<file path="src/rtl/thread_sched_pkg.sv">
package thread_sched_pkg;
  typedef enum logic [1:0] {
    GRANT_NONE = 2'd0,
    GRANT_HRT  = 2'd1,
    GRANT_NRT  = 2'd2
  } grant_kind_e;
endpackage

</file>
<file path="src/rtl/thread_sched_slot_table.sv">
module thread_sched_slot_table #(
  parameter int DEPTH = 64,
  parameter int TID_W = 3,
  localparam int PTR_W = $clog2(DEPTH)
) (
  input  logic             clk,
  input  logic             rst_n,
  input  logic [PTR_W-1:0] slot_last,
  input  logic             wr_en,
  input  logic [PTR_W-1:0] wr_addr,
  input  logic [TID_W-1:0] wr_tid,
  input  logic             wr_valid,
  output logic             cur_valid,
  output logic [TID_W-1:0] cur_tid
);
  logic [PTR_W-1:0] ptr_q;
  logic [DEPTH-1:0] vld_q;
  logic [TID_W-1:0] tid_q [DEPTH];

  // Combinational read of the entry under the pointer; writes land at the edge.
  assign cur_valid = vld_q[ptr_q];
  assign cur_tid   = tid_q[ptr_q];

  always_ff @(posedge clk) begin
    if (!rst_n) begin
      ptr_q <= '0;
      vld_q <= '0;
    end else begin
      ptr_q <= (ptr_q >= slot_last) ? '0 : ptr_q + PTR_W'(1);
      if (wr_en) vld_q[wr_addr] <= wr_valid;
    end
  end

  always_ff @(posedge clk) begin
    if (wr_en) tid_q[wr_addr] <= wr_tid;
  end

  AST_PTR_WRAP: assert property (@(posedge clk) disable iff (!rst_n)
    (ptr_q >= slot_last) |=> (ptr_q == '0));
  AST_PTR_STEP: assert property (@(posedge clk) disable iff (!rst_n)
    (ptr_q < slot_last) |=> (ptr_q == $past(ptr_q) + PTR_W'(1)));
endmodule

</file>
<file path="src/rtl/thread_sched_ready.sv">
module thread_sched_ready #(
  parameter int NUM_THREADS = 8,
  parameter int NUM_EVENTS  = 4
) (
  input  logic                            clk,
  input  logic                            rst_n,
  input  logic [NUM_THREADS-1:0]          sleep_req,
  input  logic [NUM_EVENTS-1:0]           evt_in,
  input  logic [NUM_THREADS*NUM_EVENTS-1:0] wake_mask,
  output logic [NUM_THREADS-1:0]          ready
);
  logic [NUM_THREADS-1:0] wake;

  for (genvar t = 0; t < NUM_THREADS; t++) begin : g_wake
    assign wake[t] = |(evt_in & wake_mask[t*NUM_EVENTS +: NUM_EVENTS]);

    AST_WAKE_SETS: assert property (@(posedge clk) disable iff (!rst_n)
      wake[t] |=> ready[t]);
    AST_SLEEP_CLEARS: assert property (@(posedge clk) disable iff (!rst_n)
      (sleep_req[t] && !wake[t]) |=> !ready[t]);
  end

  always_ff @(posedge clk) begin
    if (!rst_n) ready <= '1;
    else        ready <= (ready & ~sleep_req) | wake;
  end
endmodule

</file>
<file path="src/rtl/thread_sched_rr.sv">
module thread_sched_rr #(
  parameter int NUM_THREADS = 8,
  localparam int TID_W = $clog2(NUM_THREADS)
) (
  input  logic                   clk,
  input  logic                   rst_n,
  input  logic [NUM_THREADS-1:0] req,
  input  logic                   advance,
  output logic                   found,
  output logic [TID_W-1:0]       grant
);
  logic [TID_W-1:0] rr_q;
  logic [TID_W-1:0] cand;
  logic [TID_W-1:0] next_ptr;

  always_comb begin
    found = 1'b0;
    grant = '0;
    cand  = '0;
    for (int i = 0; i < NUM_THREADS; i++) begin
      cand = TID_W'((int'(rr_q) + i) % NUM_THREADS);
      if (!found && req[cand]) begin
        found = 1'b1;
        grant = cand;
      end
    end
  end

  assign next_ptr = (int'(grant) == NUM_THREADS - 1) ? '0 : grant + TID_W'(1);

  always_ff @(posedge clk) begin
    if (!rst_n)       rr_q <= '0;
    else if (advance) rr_q <= next_ptr;
  end

  AST_RR_FOUND_REQ: assert property (@(posedge clk) disable iff (!rst_n)
    found |-> req[grant]);
  AST_RR_MOVE: assert property (@(posedge clk) disable iff (!rst_n)
    advance |=> (int'(rr_q) == (int'($past(grant)) + 1) % NUM_THREADS));
  AST_RR_HOLD: assert property (@(posedge clk) disable iff (!rst_n)
    !advance |=> $stable(rr_q));
endmodule

</file>
<file path="src/rtl/thread_sched.sv">
module thread_sched
  import thread_sched_pkg::*;
#(
  parameter int NUM_THREADS = 8,
  parameter int TABLE_DEPTH = 64,
  parameter int NUM_EVENTS  = 4,
  localparam int TID_W = $clog2(NUM_THREADS),
  localparam int PTR_W = $clog2(TABLE_DEPTH)
) (
  input  logic                              clk,
  input  logic                              rst_n,
  input  logic [NUM_THREADS-1:0]            rt_mask,
  input  logic [PTR_W-1:0]                  slot_last,
  input  logic                              tbl_wr_en,
  input  logic [PTR_W-1:0]                  tbl_wr_addr,
  input  logic [TID_W-1:0]                  tbl_wr_tid,
  input  logic                              tbl_wr_valid,
  input  logic [NUM_THREADS-1:0]            sleep_req,
  input  logic [NUM_EVENTS-1:0]             evt_in,
  input  logic [NUM_THREADS*NUM_EVENTS-1:0] wake_mask,
  output logic                              issue_valid,
  output logic [TID_W-1:0]                  issue_tid,
  output logic                              issue_hrt
);
  logic             cur_valid;
  logic [TID_W-1:0] cur_tid;
  logic [NUM_THREADS-1:0] ready;
  logic [NUM_THREADS-1:0] nrt_req;
  logic             rr_found;
  logic [TID_W-1:0] rr_grant;
  logic             hrt_hit;
  grant_kind_e      kind;

  thread_sched_slot_table #(.DEPTH(TABLE_DEPTH), .TID_W(TID_W)) u_table (
    .clk(clk), .rst_n(rst_n), .slot_last(slot_last),
    .wr_en(tbl_wr_en), .wr_addr(tbl_wr_addr), .wr_tid(tbl_wr_tid), .wr_valid(tbl_wr_valid),
    .cur_valid(cur_valid), .cur_tid(cur_tid)
  );

  thread_sched_ready #(.NUM_THREADS(NUM_THREADS), .NUM_EVENTS(NUM_EVENTS)) u_ready (
    .clk(clk), .rst_n(rst_n), .sleep_req(sleep_req), .evt_in(evt_in),
    .wake_mask(wake_mask), .ready(ready)
  );

  // Owned slot: valid entry, owner is real-time and ready.
  assign hrt_hit = cur_valid && rt_mask[cur_tid] && ready[cur_tid];
  assign nrt_req = ready & ~rt_mask;

  thread_sched_rr #(.NUM_THREADS(NUM_THREADS)) u_rr (
    .clk(clk), .rst_n(rst_n), .req(nrt_req),
    .advance(!hrt_hit && rr_found),
    .found(rr_found), .grant(rr_grant)
  );

  always_comb begin
    if (hrt_hit)       kind = GRANT_HRT;
    else if (rr_found) kind = GRANT_NRT;
    else               kind = GRANT_NONE;
  end

  always_comb begin
    unique case (kind)
      GRANT_HRT: begin issue_valid = 1'b1; issue_hrt = 1'b1; issue_tid = cur_tid;  end
      GRANT_NRT: begin issue_valid = 1'b1; issue_hrt = 1'b0; issue_tid = rr_grant; end
      default:   begin issue_valid = 1'b0; issue_hrt = 1'b0; issue_tid = '0;       end
    endcase
  end

  AST_GRANT_READY: assert property (@(posedge clk) disable iff (!rst_n)
    issue_valid |-> ready[issue_tid]);
  AST_NRT_NOT_RT: assert property (@(posedge clk) disable iff (!rst_n)
    (issue_valid && !issue_hrt) |-> !rt_mask[issue_tid]);
  AST_IDLE_QUIET: assert property (@(posedge clk) disable iff (!rst_n)
    !issue_valid |-> (!issue_hrt && issue_tid == '0));
endmodule

</file>
<file path="config.mk">
export PLATFORM = sky130hd
export DESIGN_NAME = thread_sched
export DESIGN_NICKNAME = d
export VERILOG_FILES = /design/src/rtl/thread_sched_pkg.sv /design/src/rtl/thread_sched_slot_table.sv /design/src/rtl/thread_sched_ready.sv /design/src/rtl/thread_sched_rr.sv /design/src/rtl/thread_sched.sv
export SDC_FILE = /design/constraint.sdc
export NUM_CORES = 1
export LEC_CHECK = 0
export BUFFER_PORTS_ARGS = -buffer_cell sky130_fd_sc_hd__buf_2
export CORE_MARGIN = 5
export CORE_UTILIZATION = 61
export CTS_CLUSTER_SIZE = 14
export DETAILED_ROUTE_END_ITERATION = 8
export MAX_ROUTING_LAYER = met4
export PLACE_DENSITY = 0.9
export RECOVER_POWER = 25
export SETUP_SLACK_MARGIN = 0.15
export SYNTH_ARGS = -nofsm -noshare
export SYNTH_HDL_FRONTEND = slang
export SYNTH_SLANG_ARGS = --single-unit
</file>
<file path="constraint.sdc">
create_clock -name clk -period 4 [get_ports clk]
set_input_delay 0.6 -clock clk [delete_from_list [all_inputs] [get_ports clk]]
set_output_delay 0.6 -clock clk [all_outputs]
set_load 0.05 [all_outputs]
</file>
==> results.yml <==
synthesis:
  synth_edf_count: 192
  synthFlopType: "edfxtp_1"
  synthesis.area_sq_mm: 0.0129
  ys_async_sr_fraction_pct: 0
  syn_inst: 960
  synth_top_area_share_pct: 44.6
  yosysSeqAreaShare_pct: 57.2
  ys_seq_elements: 273
  synth_nets: 1042
  ys_types: 76
  synth_area_leaders: "edfxtp_1 (45%), dfxtp_1 (13%), mux4_2 (10%), a21boi_0 (3.7%), o21ai_0 (2.7%)"
  syn_area_per_cell_sq_um: 13.5
  yosys.area.top_type: "edfxtp_1"
  synth_warnings: 0
clock_network:
  clk_latency_ns: 0.55
  clockRootBuffer: "clkbuf_16"
  cts_buffer_depth: 3
  cts_made_buffers: 27
  cts_hold_buffers: 0
  path_clk_slew_ns: 0.06
  tritoncts: "built"
  h-tree-depth: 1
  cts.sinks: 273
placed_design:
  dp_cells: 1282
  gp_congestion: 0.919
  dpl-instance-area_sq_mm: 0.0136
  port_buffers: 75
  hpwl_um: 21100
floorplanning:
  die_x_um: 156
  die_h_um: 156
  rows: 53
  die_area_sq_mm: 0.0242
  start_util_pct: 61.6
  top_level_ports: 76
  core_sq_mm: 0.0210
finish:
  antenna_cells: 0
  fin_area_sq_mm: 0.0149
  fin_nets: 1137
  layout_commonest_cell: "edfxtp_1"
  drive_above_1_share_pct: 26.2
  syn_to_final_growth_pct: 15.0
  stdcell_count: 1351
  final_cell_mix: "edfxtp_1 (192), nand2_1 (85), nor2_1 (81)"
routing:
  ant_nets: 0
  wl_per_cell_um: 24.8
  drc: 0
  wirelength_um: 33400
  dr.pass1.iters: 7
  first_iter_violations: 1353
  vias: 9135
  routed_via_density: 6.76
critical_path:
  crit_arrival_ns: 3.83
  cp_slowest_cell: "mux4_2"
  start_kind: "flop"
  path_class: "reg2out"
  rrSetupSlack_ns: 0.37
  r2r-start: "u_rr.rr_q[0]"
  end_kind: "primary output"
  worst-path-max-fanout: 6
  reg2reg_depth: 14
  worstPathCellList: "buf_12, buf_12, buf_16, mux4_2, mux4_2, mux2i_2, mux2_4, o311a_4, o21ai_4, o32ai_4, mux2_4, buf_8"
  slowest_delay_ns: 0.52
  r2r-end: "u_rr.rr_q[1]"
  worst-endpoint-required_ns: 3.40
power_and_ir_drop:
  power_density_mw_per_mm2: 499
  p_total_uw: 7410
  leakage_uw: 0.00502
  ir_drop_v: 0.000374
global_route:
  antenna_found_initial: 0
  grt_use_total_pct: 28.4
  grt_pass1_vias: 9061
  grt_overflow: 0
  grt_max_degree: 65
  grt_pass1_wl_um: 51400
timing:
  tightestPinTransition_ns: 2.92
  rsz0062_at_grt: "yes"
  period_share_pct: 111
  skew_ns: 0.0116
  fmax_mhz: 226
  hold_viol_final: 0
  setup_slack_ns: -0.433
  slew_violations: 130
  finalSetupViolations: 5
  min_period_ns: 4.43
  slew_headroom_pct: -94.7
job:
  drv_cap: 3
worst_hold_path:
  hold_start: "wake_mask[18]"
  hold_depth: 3
  whs_endpoint: "u_ready.ready[4]"
  hold_class: "in2reg"
run_status:
  violations: "max-capacitance violations, max-slew violations, negative setup slack"
  status: "finished with violations"
==> flip-flops by register name, indices dropped and copies added, names as in the netlist <==
name / cells
u_rr.rr_q: 3
u_table.tid_q: 192
u_ready.ready: 8
u_table.vld_q: 64
u_table.ptr_q: 6
==> worst max-delay path: cells and delay by family, from the launching register on <==
| kind | cells | cell delay (ns) |
|---|---|---|
| AO/OA/AOI/OAI | 3 | 0.55 |
| buffers and inverters | 4 | 0.49 |
| flip-flops | 1 | 0.40 |
| multiplexers | 5 | 1.83 |
==> Yosys cell counts (all sizes together), types with 7 or more instances <==
cell type and number:
edfxtp 192, nand2 85, nor2 83, dfxtp 81
o21ai 71, mux4 69, a21boi 64, clkbuf 39
mux2i 30, buf 28, a22oi 19, mux2 18
nor2b 17, inv 14, a21oi 11, ha 11
nand2b 11, nand4 10, nand3 9, and3 7
nand3b 7
==> kinds of logic (layout without fill, tap and decap cells) <==
| kind of cell | after synthesis | after routing | synth area share (%) |
|---|---|---|---|
| DFF | 273 | 273 | 57.2 |
| and+or+nand+nor | 259 | 259 | 9.58 |
| AOI/OAI and AO/OA | 212 | 212 | 11.5 |
| muxes | 117 | 117 | 16.2 |
| buffers and inverters | 81 | 197 | 3.92 |
| adders and majority gates | 11 | 11 | 1.07 |
| xor gates and xnor gates | 7 | 7 | 0.475 |
==> what timing repair did <==
item | 4_1_cts | 5_1_grt
setup endpoints to repair | 5 | 8
resized for setup | 45 | 5
cloned | 3 | 0
pin swaps | 13 | 3
buffers inserted | 13 | 3
==> final cells by class <==
| cell class | instances | area [sq um] |
|---|---|---|
| inverters | 14 | 52.6 |
| clock inverters | 18 | 171 |
| repair buffers | 133 | 1010 |
| fillers | 1333 | 6100 |
| well taps | 275 | 344 |
| flip-flops and latches | 273 | 7400 |
| multi-input cells | 606 | 5180 |
| clock buffers | 32 | 694 |
==> report_power, final <==
| part | switching (uW) | internal [uW] |
|---|---|---|
| sequential | 38.0 | 3060 |
| combinational | 968 | 843 |
| clock | 1070 | 1440 |
| total | 2070 | 5340 |
==> routing by layer <==
metal	part of all wire, %	GRT usage [%]	vias up
li1	-	-	3886
met1	36	35.6	4447
met2	50	47.2	683
met3	11	4.51	119
met4	3.9	10.5	0
met5	0	-	-
==> worst max path at each step <==
stage	start	to	slack (ns)	depth (start not counted)
after floorplan	u_table.ptr_q[0]	issue_tid[0]	0.04	10
after global placement	rt_mask[3]	issue_tid[1]	0.08	10
after detailed placement	u_table.ptr_q[2]	issue_tid[1]	0.07	10
after CTS	u_table.ptr_q[0]	issue_tid[1]	-0.28	11
after global routing	u_table.ptr_q[0]	issue_tid[1]	-0.51	12
final	u_table.ptr_q[0]	issue_tid[1]	-0.43	12
==> through the flow <==
stage                     hold WS (ns)  utilization (%)  TNS, ns  setup WS [ns]
after global routing             0.319             70.9    -2.34         -0.509
final                            0.305             70.9    -1.94         -0.433
after detailed placement         0.472             64.7        0         0.0651
after floorplan                  0.452                -        0         0.0446
after global placement           0.460             64.7        0         0.0769
after CTS                        0.301             70.6    -1.20         -0.277
Note: power is estimated with default switching activity, not from simulation.
